$ cat config.mk
export PLATFORM = sky130hd
export DESIGN_NAME = rsecc_page_engine
export DESIGN_NICKNAME = d
export VERILOG_FILES = /design/src/rtl/rsecc_pkg.sv /design/src/rtl/rsecc_cell.sv /design/src/rtl/rsecc_lfsr.sv /design/src/rtl/rsecc_seq.sv /design/src/rtl/rsecc_regs.sv /design/src/rtl/rsecc_page_engine.sv
export SDC_FILE = /design/constraint.sdc
export NUM_CORES = 1
export LEC_CHECK = 0
export CORE_UTILIZATION = 70
export CTS_CLUSTER_SIZE = 10
export DETAILED_ROUTE_END_ITERATION = 7
export DONT_BUFFER_PORTS = 1
export PLACE_DENSITY = 0.95
export SYNTH_ARGS = -nofsm -noshare
export SYNTH_HDL_FRONTEND = slang
export SYNTH_HIERARCHICAL = 1
export SYNTH_SLANG_ARGS = --single-unit
export TNS_END_PERCENT = 20
$ cat constraint.sdc
create_clock -name clk -period 19.34 [get_ports clk]
set_clock_uncertainty 0.1 [all_clocks]
set_input_delay 2.901 -clock clk [delete_from_list [all_inputs] [get_ports clk]]
set_output_delay 2.901 -clock clk [all_outputs]
set_load 0.02 [all_outputs]
$ cat src/rtl/rsecc_pkg.sv
package rsecc_pkg;

    localparam int SYM_W   = 10;
    localparam logic [SYM_W:0] FIELD_POLY = 11'h409;
    localparam int BYTE_W  = 8;
    localparam int MAX_PAR = 16;
    localparam int AW      = 5;

    localparam logic [AW-1:0] A_CTRL = 5'd0;
    localparam logic [AW-1:0] A_STAT = 5'd1;
    localparam logic [AW-1:0] A_PAR  = 5'd8;
    localparam logic [AW-1:0] A_REM  = 5'd16;

    localparam int B_CLR  = 7;
    localparam int B_GEN  = 6;
    localparam int B_FEED = 5;
    localparam int B_ERR  = 7;

    typedef logic [SYM_W-1:0] sym_t;

    typedef enum logic {
        MODE_CHECK = 1'b0,
        MODE_GEN   = 1'b1
    } mode_e;

    typedef struct packed {
        mode_e mode;
        logic  feed;
    } ctrl_t;

    // multiply by alpha (= x) and reduce
    function automatic sym_t gf_xtime(input sym_t a);
        return {a[SYM_W-2:0], 1'b0} ^ (a[SYM_W-1] ? FIELD_POLY[SYM_W-1:0] : '0);
    endfunction

    // Horner-style product, most significant multiplier bit first
    function automatic sym_t gf_mul(input sym_t a, input sym_t b);
        sym_t acc;
        acc = '0;
        for (int i = SYM_W - 1; i >= 0; i--) begin
            acc = gf_xtime(acc);
            if (b[i]) acc = acc ^ a;
        end
        return acc;
    endfunction

    // coefficient idx of prod_{r<npar} (x + alpha^r); the monic top term is implicit
    function automatic sym_t gen_coef(input int npar, input int idx);
        sym_t g [MAX_PAR+1];
        sym_t root;
        for (int i = 0; i <= MAX_PAR; i++) g[i] = '0;
        g[0] = sym_t'(1);
        root = sym_t'(1);
        for (int r = 0; r < npar; r++) begin
            for (int j = MAX_PAR; j >= 1; j--) g[j] = g[j-1] ^ gf_mul(g[j], root);
            g[0] = gf_mul(g[0], root);
            root = gf_xtime(root);
        end
        return g[idx];
    endfunction

    function automatic logic [BYTE_W-1:0] rev_byte(input logic [BYTE_W-1:0] b);
        logic [BYTE_W-1:0] r;
        for (int i = 0; i < BYTE_W; i++) r[i] = b[BYTE_W-1-i];
        return r;
    endfunction

endpackage

$ cat src/rtl/rsecc_cell.sv
module rsecc_cell
    import rsecc_pkg::*;
#(
    parameter sym_t COEF = sym_t'(1)
) (
    input  sym_t fb,
    input  sym_t carry_in,
    output sym_t sum_out
);
    // constant GF multiply folds to an XOR network
    assign sum_out = carry_in ^ gf_mul(fb, COEF);
endmodule

$ cat src/rtl/rsecc_lfsr.sv
module rsecc_lfsr
    import rsecc_pkg::*;
#(
    parameter int NPAR = 6
) (
    input  logic                clk,
    input  logic                rst,
    input  logic                clr,
    input  logic                shift,
    input  sym_t                sym_in,
    output sym_t [NPAR-1:0]     rem
);
    sym_t            fb;
    sym_t [NPAR-1:0] rem_nx;

    assign fb = sym_in ^ rem[NPAR-1];

    for (genvar j = 0; j < NPAR; j++) begin : g_stage
        localparam sym_t CJ = gen_coef(NPAR, j);
        if (j == 0) begin : g_first
            rsecc_cell #(.COEF(CJ)) u_cell (
                .fb       (fb),
                .carry_in ('0),
                .sum_out  (rem_nx[j])
            );
        end else begin : g_next
            rsecc_cell #(.COEF(CJ)) u_cell (
                .fb       (fb),
                .carry_in (rem[j-1]),
                .sum_out  (rem_nx[j])
            );
        end
    end

    always_ff @(posedge clk) begin
        if (rst || clr) begin
            rem <= '0;
        end else if (shift) begin
            rem <= rem_nx;
        end
    end

    // a clear leaves a zero remainder
    a_r2_clear_rem: assert property (@(posedge clk) disable iff (rst)
        clr |=> (rem == '0));

    // no symbol, no change
    a_r9_rem_hold: assert property (@(posedge clk) disable iff (rst)
        (!clr && !shift) |=> $stable(rem));

endmodule

$ cat src/rtl/rsecc_seq.sv
module rsecc_seq
    import rsecc_pkg::*;
#(
    parameter int PAGE = 512,
    parameter int NPAR = 6
) (
    input  logic              clk,
    input  logic              rst,
    input  logic              clr,
    input  logic              feed,
    input  mode_e             mode,
    input  logic              stb,
    input  logic [BYTE_W-1:0] byte_in,
    output logic              sym_vld,
    output sym_t              sym,
    output logic              done
);
    localparam int PBITS   = NPAR * SYM_W;
    localparam int PB      = (PBITS + BYTE_W - 1) / BYTE_W;
    localparam int TOT_MAX = PAGE + PB;
    localparam int CW      = $clog2(TOT_MAX + 1);
    localparam int KW      = (PB > 1) ? $clog2(PB) : 1;

    logic [CW-1:0]        cnt;
    logic [CW-1:0]        total;
    logic [PB*BYTE_W-1:0] pvec;
    logic [PB*BYTE_W-1:0] pvec_nx;
    logic [KW-1:0]        pidx;
    logic                 accept;
    logic                 in_par;
    logic                 par_sym_done;
    logic [BYTE_W-1:0]    inv_b;
    sym_t                 par_sym;
    int                   b_before;
    int                   b_after;
    int                   sel;

    assign total  = (mode == MODE_GEN) ? CW'(PAGE) : CW'(TOT_MAX);
    assign accept = stb && feed && !clr && (cnt < total);
    assign in_par = (cnt >= CW'(PAGE));
    assign pidx   = KW'(cnt - CW'(PAGE));
    assign inv_b  = ~byte_in;
    assign done   = (cnt == total);

    // stored parity arrives as packed bytes; a symbol is released once its top bit is in
    always_comb begin
        pvec_nx = pvec;
        pvec_nx[pidx*BYTE_W +: BYTE_W] = byte_in;
        b_before = (int'(pidx) * BYTE_W) / SYM_W;
        b_after  = ((int'(pidx) + 1) * BYTE_W) / SYM_W;
        if (b_after > NPAR) b_after = NPAR;
        par_sym_done = (b_after > b_before);
        sel = par_sym_done ? b_before : 0;
        par_sym = ~pvec_nx[sel*SYM_W +: SYM_W];
    end

    assign sym     = in_par ? par_sym : {{(SYM_W-BYTE_W){1'b0}}, inv_b};
    assign sym_vld = accept && (!in_par || par_sym_done);

    always_ff @(posedge clk) begin
        if (rst || clr) begin
            cnt  <= '0;
            pvec <= '0;
        end else if (accept) begin
            cnt <= cnt + 1'b1;
            if (in_par) pvec <= pvec_nx;
        end
    end

    // clear wins over a coincident strobe
    a_r10_clear_cnt: assert property (@(posedge clk) disable iff (rst)
        clr |=> (cnt == '0));

    // strobes are dropped while feeding is off
    a_r9_no_feed_hold: assert property (@(posedge clk) disable iff (rst)
        (!clr && !feed) |=> $stable(cnt));

    // once the page length is reached the count stops
    a_r8_cap_hold: assert property (@(posedge clk) disable iff (rst)
        (!clr && (cnt == total)) |=> $stable(cnt));

endmodule

$ cat src/rtl/rsecc_regs.sv
module rsecc_regs
    import rsecc_pkg::*;
#(
    parameter int NPAR = 6
) (
    input  logic            clk,
    input  logic            rst,
    input  logic            wr,
    input  logic [AW-1:0]   addr,
    input  logic [15:0]     wdata,
    input  sym_t [NPAR-1:0] rem,
    input  logic            done,
    output ctrl_t           ctrl,
    output logic            clr,
    output logic [15:0]     rdata
);
    localparam int PBITS = NPAR * SYM_W;
    localparam int PB    = (PBITS + BYTE_W - 1) / BYTE_W;
    localparam int KW    = (PB > 1) ? $clog2(PB) : 1;

    logic                 ctrl_wr;
    logic [PB*BYTE_W-1:0] pk;
    logic [PB*BYTE_W-1:0] pk_par;
    logic [KW-1:0]        par_idx;
    logic [KW-1:0]        rem_idx;
    logic                 err;
    logic                 unused_wbits;

    assign unused_wbits = ^{wdata[15:8], wdata[4:0]};

    assign ctrl_wr = wr && (addr == A_CTRL);
    assign clr     = ctrl_wr && wdata[B_CLR];

    always_ff @(posedge clk) begin
        if (rst) begin
            ctrl <= '{mode: MODE_CHECK, feed: 1'b0};
        end else if (ctrl_wr) begin
            ctrl.mode <= mode_e'(wdata[B_GEN]);
            ctrl.feed <= wdata[B_FEED];
        end
    end

    // highest-degree symbol first, lsb first; spare top bits stay zero
    always_comb begin
        pk = '0;
        for (int i = 0; i < NPAR; i++) pk[i*SYM_W +: SYM_W] = rem[NPAR-1-i];
    end

    assign pk_par  = ~pk;
    assign par_idx = KW'(addr - A_PAR);
    assign rem_idx = KW'(addr - A_REM);
    assign err     = (ctrl.mode == MODE_CHECK) && done && (|pk);

    always_comb begin
        rdata = '0;
        if (addr == A_CTRL) begin
            rdata[B_GEN]  = ctrl.mode;
            rdata[B_FEED] = ctrl.feed;
        end else if (addr == A_STAT) begin
            rdata[B_ERR] = err;
        end else if (addr >= A_PAR && addr < A_PAR + AW'(PB)) begin
            rdata[BYTE_W-1:0] = pk_par[par_idx*BYTE_W +: BYTE_W];
        end else if (addr >= A_REM && addr < A_REM + AW'(PB)) begin
            rdata[BYTE_W-1:0] = rev_byte(pk[rem_idx*BYTE_W +: BYTE_W]);
        end
    end

    // mode and feed bits follow the last control write
    a_r2_ctrl_load: assert property (@(posedge clk) disable iff (rst)
        ctrl_wr |=> (ctrl.feed == $past(wdata[B_FEED])) &&
                    (ctrl.mode == mode_e'($past(wdata[B_GEN]))));

endmodule

$ cat src/rtl/rsecc_page_engine.sv
module rsecc_page_engine
    import rsecc_pkg::*;
#(
    parameter int PAGE = 512,
    parameter int NPAR = 6
) (
    input  logic        clk,
    input  logic        rst,
    input  logic        bus_stb,
    input  logic [7:0]  bus_byte,
    input  logic        reg_wr,
    input  logic [4:0]  reg_addr,
    input  logic [15:0] reg_wdata,
    output logic [15:0] reg_rdata
);
    ctrl_t           ctrl;
    logic            clr;
    logic            sym_vld;
    sym_t            sym;
    logic            done;
    sym_t [NPAR-1:0] rem;

    rsecc_regs #(.NPAR(NPAR)) u_regs (
        .clk   (clk),
        .rst   (rst),
        .wr    (reg_wr),
        .addr  (reg_addr),
        .wdata (reg_wdata),
        .rem   (rem),
        .done  (done),
        .ctrl  (ctrl),
        .clr   (clr),
        .rdata (reg_rdata)
    );

    rsecc_seq #(.PAGE(PAGE), .NPAR(NPAR)) u_seq (
        .clk     (clk),
        .rst     (rst),
        .clr     (clr),
        .feed    (ctrl.feed),
        .mode    (ctrl.mode),
        .stb     (bus_stb),
        .byte_in (bus_byte),
        .sym_vld (sym_vld),
        .sym     (sym),
        .done    (done)
    );

    rsecc_lfsr #(.NPAR(NPAR)) u_lfsr (
        .clk    (clk),
        .rst    (rst),
        .clr    (clr),
        .shift  (sym_vld),
        .sym_in (sym),
        .rem    (rem)
    );

endmodule

==> results of run 1 <==
## routing by layer
layer / vias up / part of all wire, %
met5: - / 0
met4: 0 / 6.3
met3: 189 / 11
met2: 787 / 46
met1: 4884 / 37
li1: 4657 / -
## synth_stat cells, drive strengths merged (10+ instances only)
library cell  instances  share of area [%]
mux2                 13                1.3
nor3                 31                1.4
a21oi                78                3.4
ha                   15                1.6
mux2i               174                 15
o21ai                42                1.8
nor2b                16               0.94
xnor2               107                8.4
o211ai               12               0.79
xor2                 47                3.9
inv                  18               0.61
nand3                27                1.2
and2                 12               0.66
dfxtp               136                 24
xnor3                19                3.8
nor4                 21                1.1
o22ai                10               0.55
mux4                 14                3.1
buf                  54                3.7
a31oi                18               0.99
nand2b               11               0.67
clkbuf               47                1.7
a211oi               40                2.7
nand2               121                4.0
nor2                163                5.4
## sequential cells by signal (all words and copies together), names as in the netlist
signal and count:
u_lfsr/rem 60, u_regs/ctrl 2, u_seq/cnt 10, u_seq/pvec 64
## worst max path at each step
stage                     depth (start not counted)        endpoint
after CTS                                        28  u_lfsr/rem[53]
final                                            28  u_lfsr/rem[53]
after global placement                           28  u_lfsr/rem[53]
after detailed placement                         28  u_lfsr/rem[53]
after global routing                             28  u_lfsr/rem[53]
after floorplan                                  37  u_lfsr/rem[54]
## kinds of logic after synthesis
family | count (synthesis) | share of synthesized area [%]
simple gates | 447 | 18.0
mux | 201 | 19.6
flops | 136 | 23.8
compound gates | 245 | 13.9
xor+xnor | 177 | 16.9
fa+ha+maj | 15 | 1.64
other cells | 2 | 0.0657
buf+inv | 120 | 6.02
## cell type report
type | count | area, sq um
Multi-Input combinational cell | 1103 | 8170
Fill cell | 1101 | 3910
Clock buffer | 20 | 457
Timing Repair Buffer | 18 | 135
Sequential cell | 136 | 2720
Clock inverter | 12 | 150
Tap cell | 216 | 270
Inverter | 19 | 73.8
## worst register-to-register path: cells and delay by family, from the launching register on
kind | cells | cell delay, ns
adders and majority gates | 4 | 2.17
xor gates and xnor gates | 3 | 2.15
and+or+nand+nor | 8 | 2.13
AOI/OAI and AO/OA | 7 | 1.90
buffers and inverters | 5 | 1.81
DFF | 1 | 0.96
muxes | 1 | 0.14
## power groups by stage
| stage | sequential, mW | clock (mW) | combinational [mW] |
|---|---|---|---|
| after floorplan | 0.287 | 0 | 0.0827 |
| after global placement | 0.287 | 0 | 0.0880 |
| after detailed placement | 0.287 | 0 | 0.0919 |
| after CTS | 0.281 | 0.342 | 0.0937 |
| after global routing | 0.281 | 0.354 | 0.101 |
| final | 0.281 | 0.341 | 0.0959 |
## through the flow
step	util (%)	area [sq um]	instances
2_1_floorplan	-	11500	1359
3_3_place_gp	71.6	11400	1492
3_5_place_dp	71.6	11400	1492
4_1_cts	75.4	12000	1524
5_1_grt	75.4	12000	1524
6_report	75.4	12000	1524
==> results.sh, run 1 <==
export IMPL_status="complete, no violations"
export IMPL_drtIter0Drc=1350
export IMPL_pre_cts_ws_ns=8.55
export IMPL_cp_startpoint="u_seq/cnt[0]"
export IMPL_hold_end="u_seq/pvec[1]"
export IMPL_ant_nets=0
export IMPL_hold_buffers=0
export IMPL_syn_area_sq_mm=0.0114
export IMPL_seq_power_share_pct=39.2
export IMPL_critPathMaxFanout=67
export IMPL_leakage_nw=4.61
export IMPL_rr_worst_depth=28
export IMPL_clk_pin_slew_ns=0.06
export IMPL_syn_to_final_growth_pct=4.84
export IMPL_cts_max_level=4
export IMPL_grt_pass1_wl_mm=53.3
export IMPL_slew_viol_final=0
export IMPL_syn_mean_instance_area_sq_um=8.51
export IMPL_postSynthCellCount=1343
export IMPL_cp_slowest_cell="xor2_2"
export IMPL_setup_violations_final=0
export IMPL_cpPeakStageDelay_ns=1.10
export IMPL_hold_slack_ns=0.357
export IMPL_rsz0062_at_grt="no"
export IMPL_critical_path_class="flop to flop"
export IMPL_nNetsFinal=1343
export IMPL_fin_crit_sh_pct=59.6
export IMPL_gr_usage_all_layers_pct=41.5
export IMPL_power_switching_mw=0.183
export IMPL_p_comb_share_pct=13.4
export IMPL_crit_path_end_kind="flop"
export IMPL_seq_area_frac_synth_pct=23.8
export IMPL_r2r_setup_slack_ns=7.82
export IMPL_hold_path_class="flop to flop"
export IMPL_p_sw_share_pct=25.5
export IMPL_slew_headroom_pct=7.74
export IMPL_vias=10500
export IMPL_final_common_cell="mux2i_1"
export IMPL_fp_dieW_um=130
export IMPL_cts_num_sinks=136
export IMPL_r2r_end="u_lfsr/rem[53]"
export IMPL_worst_ep_arrival_time_ns=11.69
export IMPL_hold_viol=0
export IMPL_min_period_ns=11.52
export IMPL_yosysUniqueCellTypes=81
export IMPL_grt_busiest_layer="met2"
export IMPL_cp_common_cell="ha_1"
export IMPL_synthArstFlopShare_pct=0
export IMPL_vias_per_cell=6.90
export IMPL_synth_edf_count=0
export IMPL_die_h_um=130
export IMPL_timing_fmax_mhz=86.8
export IMPL_cts_root_buf="clkbuf_16"
export IMPL_pin_count=49
export IMPL_drt_first_pass_iters=6
export IMPL_start_util_pct=71.9
export IMPL_cts_buffer_depth=2
export IMPL_grt_antenna_before_repair=0
export IMPL_grt_pass1_vias=9935
export IMPL_wire_per_inst_um=22.3
export IMPL_layout_drive_gt1_share_pct=8.49
export IMPL_cpLargestDelayFamily="adder cells"
export IMPL_route_detailed_drc=0
export IMPL_ir_drop_v=0.0000825
export IMPL_path_buf_inv=5
export IMPL_required_ns=19.51
export IMPL_synth_seq_cells=136
export IMPL_synth_warnings=6
export IMPL_tightest_slew_ns=1.38
export IMPL_cts_resized=0
export IMPL_grtUsageMet2_pct=65.5
export IMPL_power_mw=0.718
export IMPL_dp_hpwl_mm=22.2
export IMPL_r2r_start="u_seq/cnt[0]"
export IMPL_hold_depth=2
export IMPL_wl_mm=34.0
export IMPL_grt_use_met3_pct=13.3
export IMPL_hold_start="u_seq/pvec[1]"
export IMPL_n_antenna_cell=0
export IMPL_setup_tns_final_ns=0
export IMPL_clock_latency_ns=0.43
export IMPL_p_int_mw=0.535
export IMPL_synth_flop_cell="dfxtp_1"
export IMPL_start_kind="flop"
export IMPL_post_cts_setup_buffers=0
export IMPL_grt_overflow=0
export IMPL_use_met1_pct=49.2
export IMPL_cts_tree="built"
export IMPL_core_region_area_sq_mm=0.0159
export IMPL_port_buffer_count=0
export IMPL_maxCapViolations=0
export IMPL_clockPowerShare_pct=47.5
export IMPL_cts_buffers=17
export IMPL_rows=46
export IMPL_setup_ws_ns=7.82
export IMPL_grt_max_degree=76
export IMPL_place_gp_congestion=0.977
export IMPL_mostFrequentLayoutCells="174 x mux2i_1, 163 x nor2_1, 136 x dfxtp_1, 121 x nand2_1, 104 x xnor2_1"
export IMPL_p_per_area_mw_per_mm2=59.9
export IMPL_die_area_sq_mm=0.0168
Note: power is estimated with default switching activity, not from simulation.
==> run 2, diff against run 1 <==
- ABC_AREA: default -> 1
- CORE_UTILIZATION: 70 -> 60
- PLACE_DENSITY: 0.95 -> 0.9
- clock period: 19.34 -> 10.2 ns (I/O delays scaled with it)
==> run 2 against run 1 <==
Net effect: utilization is 10 points lower; flip-flop and latch count stayed put; critical path depth is 16 higher; sequential share of layout area is 4.3 points lower; register-to-register slack worse by 6.6 ns; first-iteration DRC count is 68% higher; clock-buffer cell count is 2 lower; routed wire length is 30% higher; combinational power grew to 2.9 times the previous value; final cell count is 89% higher; sequential power is 90% higher; largest power group unchanged.
==> results.sh, run 2 <==
export IMPL_largest_registers="u_seq/pvec x64, u_lfsr/rem x60, u_seq/cnt x10"
export IMPL_syn_to_final_growth_pct=5.49
export IMPL_layout_drive_gt1_share_pct=6.80
export IMPL_power_mw=1.45
export IMPL_n_antenna_cell=0
export IMPL_vias=16300
export IMPL_final_cells=2887
export IMPL_postSynthCellCount=2606
export IMPL_rsz0062_at_grt="no"
export IMPL_wl_mm=44.2
export IMPL_synthArstFlopShare_pct=0
export IMPL_hold_end="u_seq/pvec[6]"
export IMPL_top_register="u_seq/pvec"
export IMPL_grt_pass1_wl_mm=71.1
export IMPL_synth_top_cell_by_area="nand2_1"
export IMPL_slew_viol_final=0
export IMPL_setup_violations_final=0
export IMPL_cts_tree="built"
export IMPL_hold_viol=0
export IMPL_largest_register_ffs=64
export IMPL_setup_tns_final_ns=0
export IMPL_post_cts_setup_buffers=0
export IMPL_ir_drop_v=0.0000810
export IMPL_cts_max_level=4
export IMPL_drtIter0Drc=2274
export IMPL_fin_crit_sh_pct=87.8
export IMPL_dp_cells=2856
export IMPL_start_kind="flop"
export IMPL_synthTopCellsByCount="920 x nand2_1, 374 x nand3_1, 316 x inv_1"
export IMPL_cp_common_cell="nand2_1"
export IMPL_port_buffer_count=0
export IMPL_synth_top_area_share_pct=24.6
export IMPL_cts_buffers=17
export IMPL_die_h_um=155
export IMPL_r2r_setup_slack_ns=1.24
export IMPL_cts_buffer_depth=2
export IMPL_yosysMostFrequentCell="nand2_1"
export IMPL_setup_ws_ns=1.24
export IMPL_p_per_area_mw_per_mm2=98.1
export IMPL_cp_slowest_cell="ha_1"
export IMPL_core_region_area_sq_mm=0.0228
export IMPL_clk_pin_slew_ns=0.06
export IMPL_required_ns=10.46
export IMPL_tightest_slew_ns=1.26
export IMPL_finalInstanceArea_sq_mm=0.0148
export IMPL_place_gp_congestion=0.962
export IMPL_placed_cell_area_sq_mm=0.0142
export IMPL_hold_buffers=0
export IMPL_maxCapViolations=0
export IMPL_fp_dieW_um=155
export IMPL_mostFrequentLayoutCells="919 x nand2_1, 374 x nand3_1, 316 x inv_1, 251 x nor2_1, 136 x dfxtp_1"
export IMPL_hold_slack_ns=0.360
export IMPL_r2r_start="u_seq/cnt[0]"
export IMPL_die_area_sq_mm=0.0240
export IMPL_syn_mean_instance_area_sq_um=5.38
export IMPL_critical_path_class="flop to flop"
export IMPL_grt_antenna_before_repair=0
export IMPL_cts_num_sinks=136
export IMPL_postLayoutCoreUtil_pct=65.0
export IMPL_leakage_nw=7.68
export IMPL_drt_first_pass_iters=6
export IMPL_synth_seq_cells=136
export IMPL_dp_hpwl_mm=31.1
export IMPL_synth_edf_count=0
export IMPL_worst_ep_arrival_time_ns=9.22
export IMPL_start_util_pct=61.6
export IMPL_nFillCells=2147
export IMPL_seq_area_frac_synth_pct=19.4
export IMPL_critPathMaxFanout=24
export IMPL_cts_root_buf="clkbuf_16"
export IMPL_timing_fmax_mhz=112
export IMPL_pre_cts_ws_ns=1.59
export IMPL_cts_resized=0
export IMPL_yosysUniqueCellTypes=44
export IMPL_rows=55
export IMPL_synth_warnings=6
export IMPL_hold_start="u_seq/pvec[6]"
export IMPL_vias_per_cell=5.64
export IMPL_gr_usage_all_layers_pct=37.1
export IMPL_hold_path_class="flop to flop"
export IMPL_min_period_ns=8.96
export IMPL_grt_pass1_vias=14200
export IMPL_route_detailed_drc=0
export IMPL_rr_worst_depth=44
export IMPL_slew_headroom_pct=16.1
export IMPL_syn_area_sq_mm=0.0140
export IMPL_nNetsFinal=2610
export IMPL_wire_per_inst_um=15.3
export IMPL_grt_overflow=0
export IMPL_crit_path_end_kind="flop"
export IMPL_grt_max_degree=114
export IMPL_clock_latency_ns=0.44
export IMPL_ant_nets=0
export IMPL_status="complete, no violations"
export IMPL_final_common_cell="nand2_1"
export IMPL_cpPeakStageDelay_ns=0.70
export IMPL_synth_flop_cell="dfxtp_1"
export IMPL_yosys_top_cells_area="nand2_1 25%, dfxtp_1 19%, nand3_1 13%"
export IMPL_pin_count=49
export IMPL_hold_depth=2
export IMPL_r2r_end="u_lfsr/rem[58]"
-- run 2: layout make-up --
| class | count | area (sq um) | area share [%] |
|---|---|---|---|
| clock inverters | 13 | 146 | 0.989 |
| multi-input cells | 2027 | 9560 | 64.6 |
| flip-flops and latches | 136 | 2720 | 18.4 |
| clock buffers | 18 | 439 | 2.97 |
| repair buffers | 26 | 208 | 1.40 |
| well taps | 313 | 392 | 2.65 |
| inverters | 354 | 1330 | 8.99 |
-- run 2: metal layers --
layer / up-vias / GRT usage (%) / part of all wire (%)
met4: 0 / 17.1 / 4.4
li1: 8007 / - / -
met5: - / 0 / 0
met2: 838 / 60.6 / 45
met3: 171 / 6.43 / 9.7
met1: 7267 / 47.6 / 41
-- run 2: worst max-delay path by stage --
stage | startpoint | end | slack, ns | cells past startpoint
floorplan | u_seq/cnt[0] | u_lfsr/rem[34] | 2.60 | 52
CTS | u_seq/cnt[0] | u_lfsr/rem[53] | 1.52 | 51
global route | u_seq/cnt[0] | u_lfsr/rem[32] | 0.69 | 49
detailed placement | u_seq/cnt[0] | u_lfsr/rem[36] | 1.59 | 50
global placement | u_seq/cnt[0] | u_lfsr/rem[12] | 1.81 | 51
finish | u_seq/cnt[0] | u_lfsr/rem[58] | 1.24 | 44
-- run 2: worst max-delay path, delay by kind of cell (launching register included) --
family,cells,cell delay [ns]
xor+xnor,3,1.00
simple gates,18,1.87
buf+inv,12,2.49
flops,1,0.32
compound gates,6,0.97
fa+ha+maj,5,2.11
-- run 2: where the power goes --
group,switching (mW),internal [mW],total (mW)
logic,0.190,0.0928,0.282
clock network,0.267,0.367,0.634
registers,0.00239,0.532,0.535
-- run 2: cell families (layout without fill, tap and decap cells) --
logic type / after synthesis / in the layout / synth area share [%]
flops: 136 / 136 / 19.4
other cells: 2 / 32 / 0.0535
fa+ha+maj: 15 / 15 / 1.34
buf+inv: 473 / 411 / 14.2
xor+xnor: 81 / 81 / 5.24
simple gates: 1655 / 1655 / 50.2
compound gates: 244 / 244 / 9.55
